<file path="config.mk">
export PLATFORM = sky130hd
export DESIGN_NAME = chromo_gate_net
export DESIGN_NICKNAME = d
export VERILOG_FILES = /design/src/rtl/cgn_pkg.sv /design/src/rtl/cgn_gate.sv /design/src/rtl/cgn_net.sv /design/src/rtl/chromo_gate_net.sv
export SDC_FILE = /design/constraint.sdc
export NUM_CORES = 1
export LEC_CHECK = 0
export ABC_AREA = 1
export BUFFER_PORTS_ARGS = -buffer_cell sky130_fd_sc_hd__buf_2
export CAP_MARGIN = 40
export CORE_AREA = 2 2 115 61
export CTS_CLUSTER_SIZE = 40
export DETAILED_ROUTE_END_ITERATION = 8
export DIE_AREA = 0 0 117 63
export PLACE_DENSITY = 0.57
export SYNTH_ARGS = -nofsm -noshare
export SYNTH_HDL_FRONTEND = slang
export SYNTH_SLANG_ARGS = --single-unit
export TNS_END_PERCENT = 50
</file>
<file path="constraint.sdc">
create_clock -name clk -period 1.6 [get_ports clk]
set_clock_uncertainty 0.1 [all_clocks]
set_input_delay 0.32 -clock clk [delete_from_list [all_inputs] [get_ports clk]]
set_output_delay 0.32 -clock clk [all_outputs]
set_load 0.03 [all_outputs]
</file>
<file path="src/rtl/cgn_pkg.sv">
package cgn_pkg;
  localparam int SEL_W = 3;
  localparam int OP_W  = 3;

  typedef enum logic [OP_W-1:0] {
    OP_AND  = 3'b000,
    OP_NAND = 3'b001,
    OP_OR   = 3'b010,
    OP_NOR  = 3'b011,
    OP_INVA = 3'b100,
    OP_INVB = 3'b101,
    OP_XOR  = 3'b110,
    OP_XNOR = 3'b111
  } gate_op_e;

  // Fold the two alias codes onto the primaries they stand for.
  function automatic logic [SEL_W-1:0] sel_to_idx(input logic [SEL_W-1:0] code);
    case (code)
      3'b110:  sel_to_idx = 3'b000;
      3'b111:  sel_to_idx = 3'b001;
      default: sel_to_idx = code;
    endcase
  endfunction
endpackage

</file>
<file path="src/rtl/cgn_gate.sv">
module cgn_gate
  import cgn_pkg::*;
#(
  parameter int NUM_SRC = 3
) (
  input  logic [NUM_SRC-1:0] src,
  input  logic [SEL_W-1:0]   sel_a,
  input  logic [SEL_W-1:0]   sel_b,
  input  logic [OP_W-1:0]    op,
  output logic               y
);
  logic [SEL_W-1:0] idx_a;
  logic [SEL_W-1:0] idx_b;
  logic             opd_a;
  logic             opd_b;

  // Operand muxes: only earlier signals exist here, so a forward
  // or self reference finds no match and stays 0.
  always_comb begin
    idx_a = sel_to_idx(sel_a);
    idx_b = sel_to_idx(sel_b);
    opd_a = 1'b0;
    opd_b = 1'b0;
    for (int k = 0; k < NUM_SRC; k++) begin
      if (idx_a == SEL_W'(k)) opd_a = src[k];
      if (idx_b == SEL_W'(k)) opd_b = src[k];
    end
  end

  always_comb begin
    case (gate_op_e'(op))
      OP_AND:  y = opd_a & opd_b;
      OP_NAND: y = ~(opd_a & opd_b);
      OP_OR:   y = opd_a | opd_b;
      OP_NOR:  y = ~(opd_a | opd_b);
      OP_INVA: y = ~opd_a;
      OP_INVB: y = ~opd_b;
      OP_XOR:  y = opd_a ^ opd_b;
      default: y = ~(opd_a ^ opd_b);
    endcase
  end
endmodule

</file>
<file path="src/rtl/cgn_net.sv">
module cgn_net
  import cgn_pkg::*;
#(
  parameter  int NUM_PRIM  = 3,
  parameter  int NUM_GATES = 4,
  localparam int FW        = 2*SEL_W + OP_W,
  localparam int CW        = NUM_GATES*FW
) (
  input  logic [NUM_PRIM-1:0] x,
  input  logic [CW-1:0]       chrom,
  output logic                y
);
  for (genvar g = 0; g < NUM_GATES; g++) begin : g_gate
    localparam int NSRC = NUM_PRIM + g;
    logic [FW-1:0]   field;
    logic [NSRC-1:0] src;
    logic            out;
    logic [NSRC:0]   acc;

    assign field = chrom[CW-1-g*FW -: FW];

    if (g == 0) begin : g_head
      assign src = x;
    end else begin : g_tail
      assign src = g_gate[g-1].acc;
    end

    assign acc = {out, src};

    cgn_gate #(.NUM_SRC(NSRC)) u_gate (
      .src   (src),
      .sel_a (field[FW-1 -: SEL_W]),
      .sel_b (field[OP_W+SEL_W-1 -: SEL_W]),
      .op    (field[OP_W-1:0]),
      .y     (out)
    );
  end

  assign y = g_gate[NUM_GATES-1].out;
endmodule

</file>
<file path="src/rtl/chromo_gate_net.sv">
module chromo_gate_net
  import cgn_pkg::*;
#(
  parameter  int NUM_PRIM  = 3,
  parameter  int NUM_GATES = 4,
  localparam int FW        = 2*SEL_W + OP_W,
  localparam int CW        = NUM_GATES*FW
) (
  input  logic                clk,
  input  logic                rst_n,
  input  logic                load,
  input  logic [CW-1:0]       chrom_in,
  input  logic [NUM_PRIM-1:0] x_in,
  output logic                y
);
  localparam int G1_TOP = CW - 1;
  localparam int G1_OP  = CW - FW;

  logic [1:0]    rst_sync;
  logic          rst_q;
  logic [CW-1:0] chrom_q;
  logic [CW-1:0] chrom_nxt;
  logic          net_y;
  logic          y_q;

  // Reset: asserts at once, releases two edges later.
  always_ff @(posedge clk or negedge rst_n) begin
    if (!rst_n) rst_sync <= 2'b00;
    else        rst_sync <= {rst_sync[0], 1'b1};
  end
  assign rst_q = rst_sync[1];

  always_comb begin
    chrom_nxt = chrom_q;
    if (load) chrom_nxt = chrom_in;
  end

  cgn_net #(.NUM_PRIM(NUM_PRIM), .NUM_GATES(NUM_GATES)) u_net (
    .x     (x_in),
    .chrom (chrom_nxt),
    .y     (net_y)
  );

  always_ff @(posedge clk or negedge rst_q) begin
    if (!rst_q) begin
      chrom_q <= '0;
      y_q     <= 1'b0;
    end else begin
      if (load) chrom_q <= chrom_in;
      y_q <= net_y;
    end
  end

  assign y = y_q;


  load_capture_chk: assert property (@(posedge clk) disable iff (!rst_q)
    load |=> (chrom_q == $past(chrom_in)));


  hold_chk: assert property (@(posedge clk) disable iff (!rst_q)
    !load |=> $stable(chrom_q));


  inv_second_chk: assert property (@(posedge clk) disable iff (!rst_q)
    (chrom_nxt[OP_W-1:0] == 3'b101 && chrom_nxt[OP_W+SEL_W-1 -: SEL_W] == 3'b001)
      |-> (net_y == ~x_in[1]));


  alias_chk: assert property (@(posedge clk) disable iff (!rst_q)
    (chrom_nxt[FW-1:0] == 9'b110_000_110) |-> (net_y == 1'b0));


  fwd_zero_chk: assert property (@(posedge clk) disable iff (!rst_q)
    (chrom_nxt[G1_OP+OP_W-1 -: OP_W] == 3'b011 &&
     chrom_nxt[G1_TOP -: SEL_W] >= 3'b011 && chrom_nxt[G1_TOP -: SEL_W] <= 3'b101 &&
     chrom_nxt[G1_TOP-SEL_W -: SEL_W] >= 3'b011 && chrom_nxt[G1_TOP-SEL_W -: SEL_W] <= 3'b101 &&
     chrom_nxt[FW-1:0] == 9'b011_000_110)
      |-> (net_y == ~x_in[0]));
endmodule

</file>
After elaboration in Yosys (flattened, before gate mapping):

Cells that the tools add are included.

* bits in registers: 39
* logic and storage cells: 164

* bitwise gates (word level): 32
* equal/unequal tests: 68
* multiplexer cells: 49
* reductions and logical operators: 12

Operators by type and width (count)
* $eq A3 B3 Y1 const B: 34
* $eq A3 B2 Y1 const B: 22
* $pmux W3 S2: 8
* $eq A3 B1 Y1 const B: 12
* $logic_not A3 Y1: 12
* $mux W1: 36
* $mux W36: 1
* $pmux W1 S7: 4
* $not A1 Y1: 20
* $and A1 B1 Y1: 4
* $or A1 B1 Y1: 4
* $xor A1 B1 Y1: 4

Longest topological paths before layout:

Gate-level depths: netlist (run 1).

* word-level depth: 22
* depth in mapped cells: 42

Modules after synthesis:

A second synthesis (run 1) with hierarchy kept.

* cell total of the unflattened synthesis: 385
* area total of the unflattened synthesis: 2555.0 sq um

Modules (own cells, without submodules)
* chromo_gate_net: times used 1, area an instance 1497.7 sq um, sequential area each 975.9 sq um, cells an instance 156
* cgn_gate at u_net.g_gate[3].u_gate: times used 1, area an instance 309.0 sq um, sequential area each 0.0 sq um, cells an instance 69
* cgn_gate at u_net.g_gate[2].u_gate: times used 1, area an instance 269.0 sq um, sequential area each 0.0 sq um, cells an instance 58
* cgn_gate at u_net.g_gate[1].u_gate: times used 1, area an instance 247.7 sq um, sequential area each 0.0 sq um, cells an instance 55
* cgn_gate at u_net.g_gate[0].u_gate: times used 1, area an instance 231.5 sq um, sequential area each 0.0 sq um, cells an instance 47

Least setup slack after synthesis (run 1):

OpenSTA, ideal clock, no wires.

* path type: input-to-reg
* start point: in load
* end point: reg y_q (netlist: y)
* required time: 1370 ps
* arrival: 4109 ps
* setup time: 130 ps
* stages: 38
* slack: -2738 ps
* buffers on the path: 2
* cells stage by stage: inv_2 -> buf_6 -> buf_6 -> nand2_1 -> nand2_1 -> nand2_1 -> nand3_1 -> nand2_1 -> ha_1 -> nand3_1 -> nand2_1 -> inv_1 -> nand3_1 -> nand2_2 -> nand3_1 -> nand2_2 -> inv_1 -> ha_1 -> (+2 left out) -> a21oi_1 -> nand3_2 -> nand3_1 -> nand2_1 -> ha_1 -> o21ai_0 -> a21oi_1 -> a21oi_1 -> nand3_1 -> nand2_1 -> nand2_1 -> nand2_1 -> inv_1 -> ha_1 -> a21oi_1 -> o2111ai_1 -> nand2_1 -> nand4_1

* longest elaborated chain between the ends: 22
* elaborated cells on any way between the ends: 161
* those cells by class: eq/ne (68); mux (49); bitwise (32); reduce/logical (12)

RTL lines
* start, declared: RTL line chromo_gate_net.sv:11 `input logic load,`
* $mux W36 *: RTL line chromo_gate_net.sv:35 `if (load) chrom_nxt = chrom_in;`
* net chrom_nxt[31]: RTL line chromo_gate_net.sv:22 `logic [CW-1:0] chrom_nxt;`
* $eq A3 B3 Y1: RTL line cgn_pkg.sv:18 `case (code)`
* $pmux W3 S2 *: RTL line cgn_pkg.sv:18
* $logic_not A3 Y1: RTL line cgn_gate.sv:26 `if (idx_b == SEL_W'(k)) opd_b = src[k];`
* $mux W1 (2 in a row): RTL line cgn_gate.sv:26
* $mux W1 *: RTL line cgn_gate.sv:26
* $xor A1 B1 Y1, or another cell as far along: RTL line cgn_gate.sv:38, cgn_gate.sv:39
* (+7 left out)
* $xor A1 B1 Y1, or another cell as far along: RTL line cgn_gate.sv:38, cgn_gate.sv:39
* $not A1 Y1 (on tied branches): RTL line cgn_gate.sv:39, cgn_gate.sv:33, cgn_gate.sv:35
* $pmux W1 S7: RTL line cgn_gate.sv:31 `case (gate_op_e'(op))`
* $mux W1 (on tied branches): RTL line cgn_gate.sv:25, cgn_gate.sv:26
* $xor A1 B1 Y1, or another cell as far along: RTL line cgn_gate.sv:38, cgn_gate.sv:39
* $not A1 Y1 (on tied branches): RTL line cgn_gate.sv:39, cgn_gate.sv:33, cgn_gate.sv:35
* $pmux W1 S7 *: RTL line cgn_gate.sv:31
* net net_y: RTL line chromo_gate_net.sv:23 `logic net_y;`
* end signal, assigned: RTL line chromo_gate_net.sv:50 `y_q <= net_y;`
* end, declared: RTL line chromo_gate_net.sv:24 `logic y_q;`

The timed path passes the listed nets; every way through them passes the cells marked *.

Final worst setup path (run 1):

Same ends and word-level chain as after synthesis.

==> key figures, run 1 <==
Run status
  – Outcome: finished, violations left
  – Violated checks: setup timing

Logic synthesis
  – Largest family of logic cells by synthesized area: simple AND/OR/NAND/NOR gates
  – Syn avg cell area: 7.190 sq um
  – Top_reg_cell synth: dfrtp_1
  – Seq/Total Area, Yosys: slightly below 40%
  – Cells after Synth: 347
  – Post-synthesis adder-cell area fraction: roughly 4%
  – Most frequent cell after synthesis: nand2_1
  – Number of synthesis warnings: 0
  – Post-synthesis compound-gate area fraction: 14.49%
  – Top cells by area, synth: dfrtp_1 (39%), nand2_1 (14%), inv_1 (6.3%)
  – Netlist cell types: 32
  – Synth top area share: 39.12%
  – #FFs+latches synth: 39
  – Simple-gate share of the synthesized area: 32.85%
  – Synthesized area: 2495 sq um
  – Syn Nets: around 400
  – Post-synth top area cell: dfrtp_1
  – Mux contribution to synthesized area: 0%
  – Xor and xnor area share after synthesis: 0%
  – Number of synthesized flops with an enable pin: 0
  – Ys async rst share: 100.0%
  – Commonest cells post-synth: nand2_1 (90), inv_1 (42), dfrtp_1 (39), nor2_1 (27), nand3_1 (26)

Critical path
  – Crit path DAT: around 4400 ps
  – Setup CP Type: primary input to register
  – Crit Path Max Fanout: 4
  – CP Capture Type: register
  – CP required: between 1500 and 2000 ps
  – Crit start category: primary input
  – Crit path top cell by count: nand2_2
  – Max incr delay on CP: ~260 ps
  – Slowest-stage cell, CP: bufbuf_16

STA
  – Max Clk Rate: about 230 MHz
  – Setup violators final: 1
  – WHS: approximately 190 ps
  – Final Max Tran Viols: 0
  – Crit path time final: approximately 4400 ps
  – Rel. slew slack: between 60 and 70%
  – Worst slew pin tran: between 500 and 600 ps
  – Final Hold Viols: 0
  – Final WS setup: -2758 ps
  – Crit share post-route: 272.4%
  – Unrepaired setup endpoints after global routing: true

Power
  – VDD IR max: ~0.5 mV
  – Pleak: 1.838 nW
  – Power per standard cell area: between 900 and 1000 nW/um^2

GRT
  – Pin count of the biggest net entering global routing: 38
  – Vias in the first global route: between 2000 and 2500
  – Global Route Usage Sum: about a fifth
  – Gr ovfl total: 0
  – First-pass GRT wire length: ~11000 microns
  – Initial antenna violation count: 0

Finish
  – N_diodes: 0
  – Fin util: about 58%
  – Layout net count: ~500
  – Share of cells above drive strength 1: a little over two fifths
  – Area Overhead vs Synth: 48.60%

Job
  – Max-cap violation count: 0

Floorplanning
  – Die area: about 7400 sq um
  – Die Height: between 60 and 70 microns
  – Core Area: approximately 6400 sq um
  – Die X-Extent: roughly 120 microns
  – Num ports: 43
  – Placement Rows: 21
  – Initial core utilization: around two fifths

Clock network
  – Clock Sinks: 39
  – H-Tree Depth: 2
  – CTS Buf Count: 5
  – Clock root cell: clkbuf_16
  – Worst-path clk slew: around 60 ps
  – Clock latency on the worst-skew pair: approximately 280 ps
  – Clock Path Buffers: 2
  – TritonCTS clock tree: done

Drt
  – Drt wl/cell: 12.95 microns
  – Via count: 2564
  – DRC Markers: 0
  – WL final: roughly 7000 microns
  – Vias/cell: between 4 and 5
  – Antenna Violating Nets Remaining: 0
  – DRT iter0 DRCs: about 120
  – Drt first pass iters: 4

Place
  – GPL Wtd Cong: approximately 0.91
  – Port Buffers: between 40 and 50
  – Post-DP HPWL: ~4800 microns

Hold path
  – Worst Hold Class: primary input to register
layout make-up:
class                      count  area, sq um
fill                         603         2730
multi-input combinational    253         1535
sequential                    39        975.9
timing repair buffer         103        734.5
inverter                      45        181.4
clock buffer                   8        156.4
tap                           92        115.1
timing repair inverter         1        8.758
path summary, 6_finish.rpt:
kind / end / from / cells past startpoint / slack, ps
max: y$_DFF_PN0_ / load / 38 / -2760
min in group asynchronous: chrom_q[10]$_DFF_PN0_ / rst_sync[1]$_DFF_PN0_ / 1 / 200
max reg2reg: y$_DFF_PN0_ / chrom_q[32]$_DFF_PN0_ / 36 / -2750
min reg2reg: chrom_q[10]$_DFF_PN0_ / rst_sync[1]$_DFF_PN0_ / 1 / 200
max in group asynchronous: chrom_q[28]$_DFF_PN0_ / rst_sync[1]$_DFF_PN0_ / 1 / 860
min: chrom_q[17]$_DFF_PN0_ / chrom_in[17] / 3 / 190
power by group:
| group | internal (mW) | total, mW | leakage, nW | switching (mW) |
|---|---|---|---|---|
| logic | 0.545 | 1.20 | 1.31 | 0.653 |
| clock network | 0.664 | 1.06 | 0.0772 | 0.392 |
| registers | 1.08 | 1.11 | 0.455 | 0.0288 |
per-stage QoR:
stage	cells	setup WS (ps)	power [mW]	cell area [sq um]	TNS (ps)
after global routing	541	-3097	3.569	3707	-3097
after floorplan	347	-2589	1.690	2534	-2589
final	541	-2758	3.360	3707	-2758
after CTS	538	-2670	3.263	3557	-2670
after global placement	522	-3127	2.042	3186	-3926
after detailed placement	522	-3129	2.056	3186	-3968
registers in the layout (all words and copies together) (netlist names):
register / count
rst_sync: 2
y: 1
chrom_q: 36
cells by family after synthesis:
logic type / after synthesis
buffers and inverters: 55
DFF: 39
AOI/OAI and AO/OA: 61
other: 1
and+or+nand+nor: 183
adders and majority gates: 8
critical path: cells and delay by family:
| kind | cells | cell delay, ps |
|---|---|---|
| AND/OR/NAND/NOR | 21 | 1830 |
| AO/OA/AOI/OAI | 8 | 870 |
| adder cells (fa/ha/maj) | 4 | 820 |
| buffers and inverters | 5 | 550 |
metal layers:
layer  track usage [%]  vias to the layer above  wire [microns]
li1                  -                     1326               -
met5                 0                        -               0
met2             25.94                       65            2741
met4             5.294                        0              62
met3             5.529                        8             426
met1             30.42                     1165            3775
timing repair:
action                                 CTS  global route
pin swaps                               27            26
buffers inserted                         4             3
resized for setup                       39            32
cloned                                   3             0
setup endpoints to repair                1             2
endpoints found under the hold margin    2             0
hold buffers                             1             0
cell usage in the layout, fill, tap and decap left out, types with 8 or more instances in the layout:
cell,netlist,routed
nand2_1,90,74
nand3_2,1,11
buf_2,4,41
or2_2,12,12
nor2_1,27,24
a21oi_1,12,10
nand3_1,26,16
inv_1,42,38
buf_4,2,57
nand2_2,8,20
o21ai_0,25,14
nor3_1,8,8
o21ai_2,4,13
dfrtp_1,39,39
No activity file was read; power rests on OpenSTA's default activity.
==> run 2: changes to the inputs <==
CORE_AREA = 2 2 98 53   (was 2 2 115 61)
DIE_AREA = 0 0 100 55   (was 0 0 117 63)
GPL_ROUTABILITY_DRIVEN = 1   (was unset)
PLACE_DENSITY = 0.74   (was 0.57)
clock period = 5 ns   (was 1.6 ns; I/O delays follow)
==> run 2 against run 1 <==
The flow still finishes with violations (setup timing). Cell count fell by 10%. Total power fell by 70%. Flip-flop and latch count did not move. Utilization rose by 17 points. Register-to-register slack improved by 3200 ps. Hold slack got worse by 130 ps. Worst setup slack improved by 2700 ps. Design area fell by 6.2%. First-iteration DRC count rose by 120%. Sequential power fell by 68%. Clock power fell by 73%. Die area fell by 25%. Critical endpoint unchanged.
==> key figures, run 2 (synthesis gave the netlist of run 1 again) <==
STA
  – Unrepaired setup endpoints after global routing: true
  – Final Max Tran Viols: 0 (unchanged)
  – Final WS setup: -33.56 ps (+2725 ps)
  – Max Clk Rate: 198.7 MHz
  – Rel. slew slack: 56.78% (-8.1 points)
  – Worst slew pin tran: 641.5 ps (+119.5 ps)
  – Setup violators final: 1 (unchanged)
  – Crit path time final: between 5000 and 6000 ps
  – Final Hold Viols: 0 (unchanged)
  – Crit share post-route: 100.7%

GRT
  – Initial antenna violation count: 0 (unchanged)
  – Pin count of the biggest net entering global routing: 29 (-24%)
  – Gr ovfl total: 0 (unchanged)
  – First-pass GRT wire length: 10290 microns (-8.2%)
  – Vias in the first global route: 2189 (-8.6%)
  – Global Route Usage Sum: 24.65% (+5.1 points)

Clock network
  – TritonCTS clock tree: done
  – Clock root cell: clkbuf_8
  – Clock latency on the worst-skew pair: 300 ps (+20 ps)
  – CTS Buf Count: 5 (unchanged)
  – Clock Sinks: 39 (unchanged)
  – H-Tree Depth: 2 (unchanged)
  – Worst-path clk slew: 90 ps (+30 ps)
  – Clock Path Buffers: 2 (unchanged)
  – Post-CTS Hold Fix Bufs: 0 (-1)

Power
  – Clock power share: 28.4% (-3.0 points)
  – Pleak: 1.713 nW (-6.8%)
  – Sw frac: 34.97% (+3.0 points)
  – VDD IR max: 0.2099 mV (-57%)
  – Sw power: 0.3548 mW (-67%)
  – Power per standard cell area: 291.6 nW/um^2 (-68%)
  – Power share of the sequential group: 35.1% (+2.2 points)
  – Logic pwr share: 36.5% (+0.9 points)
  – P_int: 0.6596 mW (-71%)

Drt
  – Antenna Violating Nets Remaining: 0 (unchanged)
  – Via count: 2709 (+5.7%)
  – DRT iter0 DRCs: 253 (+120%)
  – WL final: 7745 microns (+11%)
  – DRC Markers: 0 (unchanged)
  – Vias/cell: 5.574 (+18%)
  – Drt wl/cell: 15.94 microns (+23%)
  – Drt first pass iters: 6 (+2)

Finish
  – Layout net count: 475 (-4.6%)
  – Area Overhead vs Synth: 39.42%
  – Filler cells: 334 (-45%)
  – Fin util: 74.25% (+17 points)
  – Most frequent cells in the layout: nand2_1 (69), buf_2 (41), dfrtp_1 (39)
  – Top reg by flops: chrom_q
  – Max FFs per register: 36 (unchanged)
  – Commonest non-fill, non-tap cell in the layout: nand2_1
  – Share of cells above drive strength 1: 41.08% (-2.1 points)
  – Post-route cell area: 3478 sq um (-6.2%)
  – N_diodes: 0 (unchanged)
  – Layout Cells excl Fill: 486 (-10%)

Floorplanning
  – Die area: 5500 sq um (-25%)
  – Placement Rows: 18 (-14%)
  – Num ports: 43 (unchanged)
  – Die Height: 55 microns (-13%)
  – Die X-Extent: 100 microns (-15%)
  – Core Area: 4684 sq um (-27%)
  – Initial core utilization: 53.26% (+15 points)

Job
  – Max-cap violation count: 0 (unchanged)

Place
  – Post-DP HPWL: 4683 microns (-2.1%)
  – Dpl cells: 460 (-12%)
  – Place WS: -526.3 ps (+2603 ps)
  – Port Buffers: 42 (unchanged)
  – Area after DPL: 2873 sq um (-9.8%)
  – GPL Wtd Cong: 0.8797 (-3.4%)

Critical path
  – Crit Path Max Fanout: 6 (+2)
  – Crit start category: primary input
  – CP required: 5090 ps (+3430 ps)
  – R2R cell count: 34 (-5.6%)
  – Setup CP Type: primary input to register
  – CP Capture Type: register
  – Crit path DAT: 5120 ps (+700 ps)
  – Crit path top cell by count: nand2_2
  – Max incr delay on CP: 260 ps (about the same)
  – R2r setup slk: 440 ps (+3190 ps)
  – Reg2reg end: y$_DFF_PN0_
  – R2r startpoint: chrom_q[35]$_DFF_PN0_
  – Slowest-stage cell, CP: o31ai_2

Run status
  – Outcome: finished, violations left
  – Violated checks: setup timing

Hold path
  – Worst Hold Class: register to async pin
run 2: worst max-delay path: cells and delay by family:
kind / cells / cell delay [ps]
buf+inv: 5 / 540
fa+ha+maj: 4 / 740
compound gates: 5 / 840
simple gates: 22 / 1990
run 2: power groups by stage:
stage	logic [mW]	clock network [mW]	registers (mW)
floorplan	0.171	0	0.366
global placement	0.251	0	0.360
detailed placement	0.259	0	0.360
CTS	0.289	0.280	0.355
global route	0.400	0.298	0.359
finish	0.371	0.288	0.356
run 2: per-layer routing:
| metal | global-route usage [%] | wire [microns] |
|---|---|---|
| met1 | 36.63 | 3488 |
| met2 | 36.94 | 3295 |
| met3 | 5.402 | 761 |
| met4 | 5.708 | 200 |
| met5 | 0 | 0 |
run 2: per-stage QoR:
| stage | hold WS (ps) | TNS (ps) | power, mW |
|---|---|---|---|
| 2_1_floorplan | 231.2 | 0 | 0.5368 |
| 3_5_place_dp | 74.72 | -526.3 | 0.6196 |
| 4_1_cts | 79.70 | 0 | 0.9237 |
| 5_1_grt | 115.2 | -255.0 | 1.057 |
| 3_3_place_gp | 68.57 | -365.7 | 0.6105 |
| 6_report | 63.60 | -33.56 | 1.014 |
run 2: what timing repair did:
| action | CTS | global route |
|---|---|---|
| gates cloned | 0 | 2 |
| setup buffers | 9 | 7 |
| endpoints found under the setup margin | 1 | 1 |
| pin swaps | 15 | 31 |
| resized for setup | 33 | 58 |
run 2: final cells by class:
| type | instances | area, sq um | area share [%] |
|---|---|---|---|
| multi-input cells | 253 | 1563 | 44.93 |
| flip-flops and latches | 39 | 975.9 | 28.06 |
| repair buffers | 80 | 559.3 | 16.08 |
| inverters | 45 | 181.4 | 5.216 |
| clock buffers | 6 | 82.58 | 2.374 |
| well taps | 60 | 75.07 | 2.158 |
| clock inverters | 2 | 35.03 | 1.007 |
| repair inverters | 1 | 6.256 | 0.1799 |
run 2: worst max path at each step:
stage	start	end	slack, ps	cells past startpoint
3_5_place_dp	load	y$_DFF_PN0_	-530	37
2_1_floorplan	load	y$_DFF_PN0_	9	38
6_report	load	y$_DFF_PN0_	-30	36
3_3_place_gp	load	y$_DFF_PN0_	-370	34
4_1_cts	load	y$_DFF_PN0_	2	38
5_1_grt	load	y$_DFF_PN0_	-250	38
==> run 3: changes to the inputs <==
CORE_AREA = 2 2 96 52   (was 2 2 98 53)
CTS_BUF_LIST = sky130_fd_sc_hd__clkbuf_2   (was unset)
DIE_AREA = 0 0 98 54   (was 0 0 100 55)
PLACE_DENSITY = 0.77   (was 0.74)
==> run 3 against run 2 <==
The flow now finishes without violations. Via count shrank 3.7%. Utilization shrank 2.2 points. Design area shrank 5.4%. Hold slack gained 130 ps. Clock power shrank 50%. Worst setup slack gained 190 ps. Critical path depth is the same. Critical endpoint unchanged. Largest power group is now sequential cells.
==> key figures, run 3 (synthesis gave the netlist of run 1 again) <==
Drt
  – WL final: 6773 microns (-13%)
  – Top routing layer in use: met4
  – DRC Markers: 0 (unchanged)
  – Vias/cell: 5.483 (-1.6%)
  – WL met2: 2893 microns (-12%)
  – DRT iter0 DRCs: 193 (-24%)
  – Via count: 2610 (-3.7%)
  – WL met3: 649 microns (-15%)
  – Drt wl/cell: 14.23 microns (-11%)
  – Antenna Violating Nets Remaining: 0 (unchanged)
  – WL met1: 3114 microns (-11%)
  – Drt first pass iters: 7 (+1)

STA
  – Max Clk Rate: 206.6 MHz (+4.0%)
  – Crit path time final: 4840 ps (-193.6 ps)
  – Crit share post-route: 96.80% (-3.9 points)
  – Rel. slew slack: 52.82% (-4.0 points)
  – Worst slew pin tran: 707.7 ps (+66.20 ps)
  – Setup TNS: 0 ps (+33.56 ps)
  – Setup violators final: 0 (-1)
  – Final Hold Viols: 0 (unchanged)
  – Final Max Tran Viols: 0 (unchanged)

GRT
  – Global Route Usage Sum: 23.65% (-1.0 points)
  – Pin count of the biggest net entering global routing: 23 (-21%)
  – Initial antenna violation count: 0 (unchanged)
  – Vias in the first global route: 2109 (-3.7%)
  – Gr ovfl total: 0 (unchanged)
  – First-pass GRT wire length: 9756 microns (-5.2%)

Floorplanning
  – Initial core utilization: 54.57% (+1.3 points)
  – Die X-Extent: 98 microns (-2.0%)
  – Die Height: 54 microns (-1.8%)
  – Num ports: 43 (unchanged)
  – Core Area: 4572 sq um (-2.4%)
  – Placement Rows: 18 (unchanged)
  – Die area: 5292 sq um (-3.8%)

Finish
  – Filler cells: 347 (+3.9%)
  – N_diodes: 0 (unchanged)
  – Layout net count: 465 (-2.1%)
  – Area Overhead vs Synth: 31.95%
  – Fin util: 72.00% (-2.2 points)
  – Most frequent cells in the layout: nand2_1 (75), buf_2 (41), dfrtp_1 (39)
  – Top reg by flops: chrom_q
  – Share of cells above drive strength 1: 37.98% (-3.1 points)
  – Commonest non-fill, non-tap cell in the layout: nand2_1
  – Max FFs per register: 36 (unchanged)

Power
  – Logic pwr share: 40.6% (+4.1 points)
  – Power share of the sequential group: 42.4% (+7.3 points)
  – Clock power share: 17.0% (-11 points)
  – P_int: 0.5245 mW (-20%)
  – Final Power: 0.8402 mW (-17%)
  – Pleak: 1.621 nW (-5.4%)
  – VDD IR max: 0.1372 mV (-35%)
  – Power per standard cell area: 255.2 nW/um^2 (-12%)
  – Sw power: 0.3157 mW (-11%)
  – Sw frac: 37.58% (+2.6 points)

Job
  – Max-cap violation count: 0 (unchanged)

Place
  – GPL Wtd Cong: 0.9481 (+7.8%)
  – Port Buffers: 42 (unchanged)
  – Post-DP HPWL: 4641 microns (-0.91%)

Critical path
  – Crit Path Max Fanout: 8 (+2)
  – Max incr delay on CP: 240 ps (-20 ps)
  – CP required: 5220 ps (+130 ps)
  – CP Capture Type: register
  – Crit path top cell by count: nand2_2
  – Slowest-stage cell, CP: o31ai_2
  – Setup CP Type: primary input to register
  – Crit start category: primary input
  – Crit path DAT: 5060 ps (-60 ps)

Clock network
  – Clock root cell: clkbuf_2
  – H-Tree Depth: 2 (unchanged)
  – CTS Buf Count: 5 (unchanged)
  – Clock Path Buffers: 2 (unchanged)
  – Clock latency on the worst-skew pair: 400 ps (+100 ps)
  – Worst-path clk slew: 190 ps (+100 ps)
  – TritonCTS clock tree: done
  – Clock Sinks: 39 (unchanged)

Hold path
  – Worst Hold Class: register to async pin

Run status
  – Outcome: complete, no violations
==> run 3: area by class of cell <==
class / count / area, sq um / share of cell area, %
clock inverters: 1 / 5.005 / 0.1520
clock buffers: 7 / 35.03 / 1.064
flip-flops and latches: 39 / 975.9 / 29.65
repair inverters: 1 / 8.758 / 0.2661
inverters: 45 / 181.4 / 5.511
well taps: 60 / 75.07 / 2.280
repair buffers: 70 / 478.0 / 14.52
multi-input cells: 253 / 1533 / 46.56
==> run 3: metrics by stage <==
stage | cells | hold slack, ps | worst slack [ps] | area [sq um]
after floorplan | 347 | 231.2 | 9.077 | 2495
after global placement | 459 | 192.6 | -357.0 | 2890
after detailed placement | 459 | 203.9 | -501.7 | 2890
after CTS | 467 | 214.4 | 16.56 | 2933
after global routing | 476 | 203.2 | -103.6 | 3292
final | 476 | 197.5 | 160.0 | 3292
==> run 3: final timing paths <==
path,startpoint,to,slack [ps],cells after the start
min in group clk,rst_sync[0]$_DFF_PN0_,rst_sync[1]$_DFF_PN0_,280,0
max,load,y$_DFF_PN0_,160,36
min,rst_sync[1]$_DFF_PN0_,chrom_q[3]$_DFF_PN0_,200,0
max reg2reg,chrom_q[30]$_DFF_PN0_,y$_DFF_PN0_,520,35
max in group asynchronous,rst_sync[1]$_DFF_PN0_,chrom_q[8]$_DFF_PN0_,3860,1
min reg2reg,rst_sync[1]$_DFF_PN0_,chrom_q[3]$_DFF_PN0_,200,0
==> run 3: routing by layer <==
metal  GRT usage (%)  vias up
met3           4.935       17
met5               0        -
met2           34.25      139
met1           36.14     1191
met4           5.556        0
li1                -     1263
==> run 3: power groups by stage <==
stage / logic, mW / registers (mW) / clock network, mW
finish: 0.341 / 0.357 / 0.143
global route: 0.376 / 0.361 / 0.156
CTS: 0.261 / 0.355 / 0.142
detailed placement: 0.259 / 0.361 / 0
global placement: 0.251 / 0.360 / 0
floorplan: 0.171 / 0.366 / 0
==> run 3: worst max-delay path: cells and delay by family <==
family | cells | cell delay [ps]
adders and majority gates | 4 | 730
and+or+nand+nor | 21 | 1940
AOI/OAI and AO/OA | 6 | 850
buffers and inverters | 5 | 510
==> run 3: repair_timing <==
item	4_1_cts	5_1_grt
buffers inserted	0	7
resized for setup	2	77
hold buffers	0	0
setup endpoints to repair	1	1
pin swaps	1	24
cloned	0	2
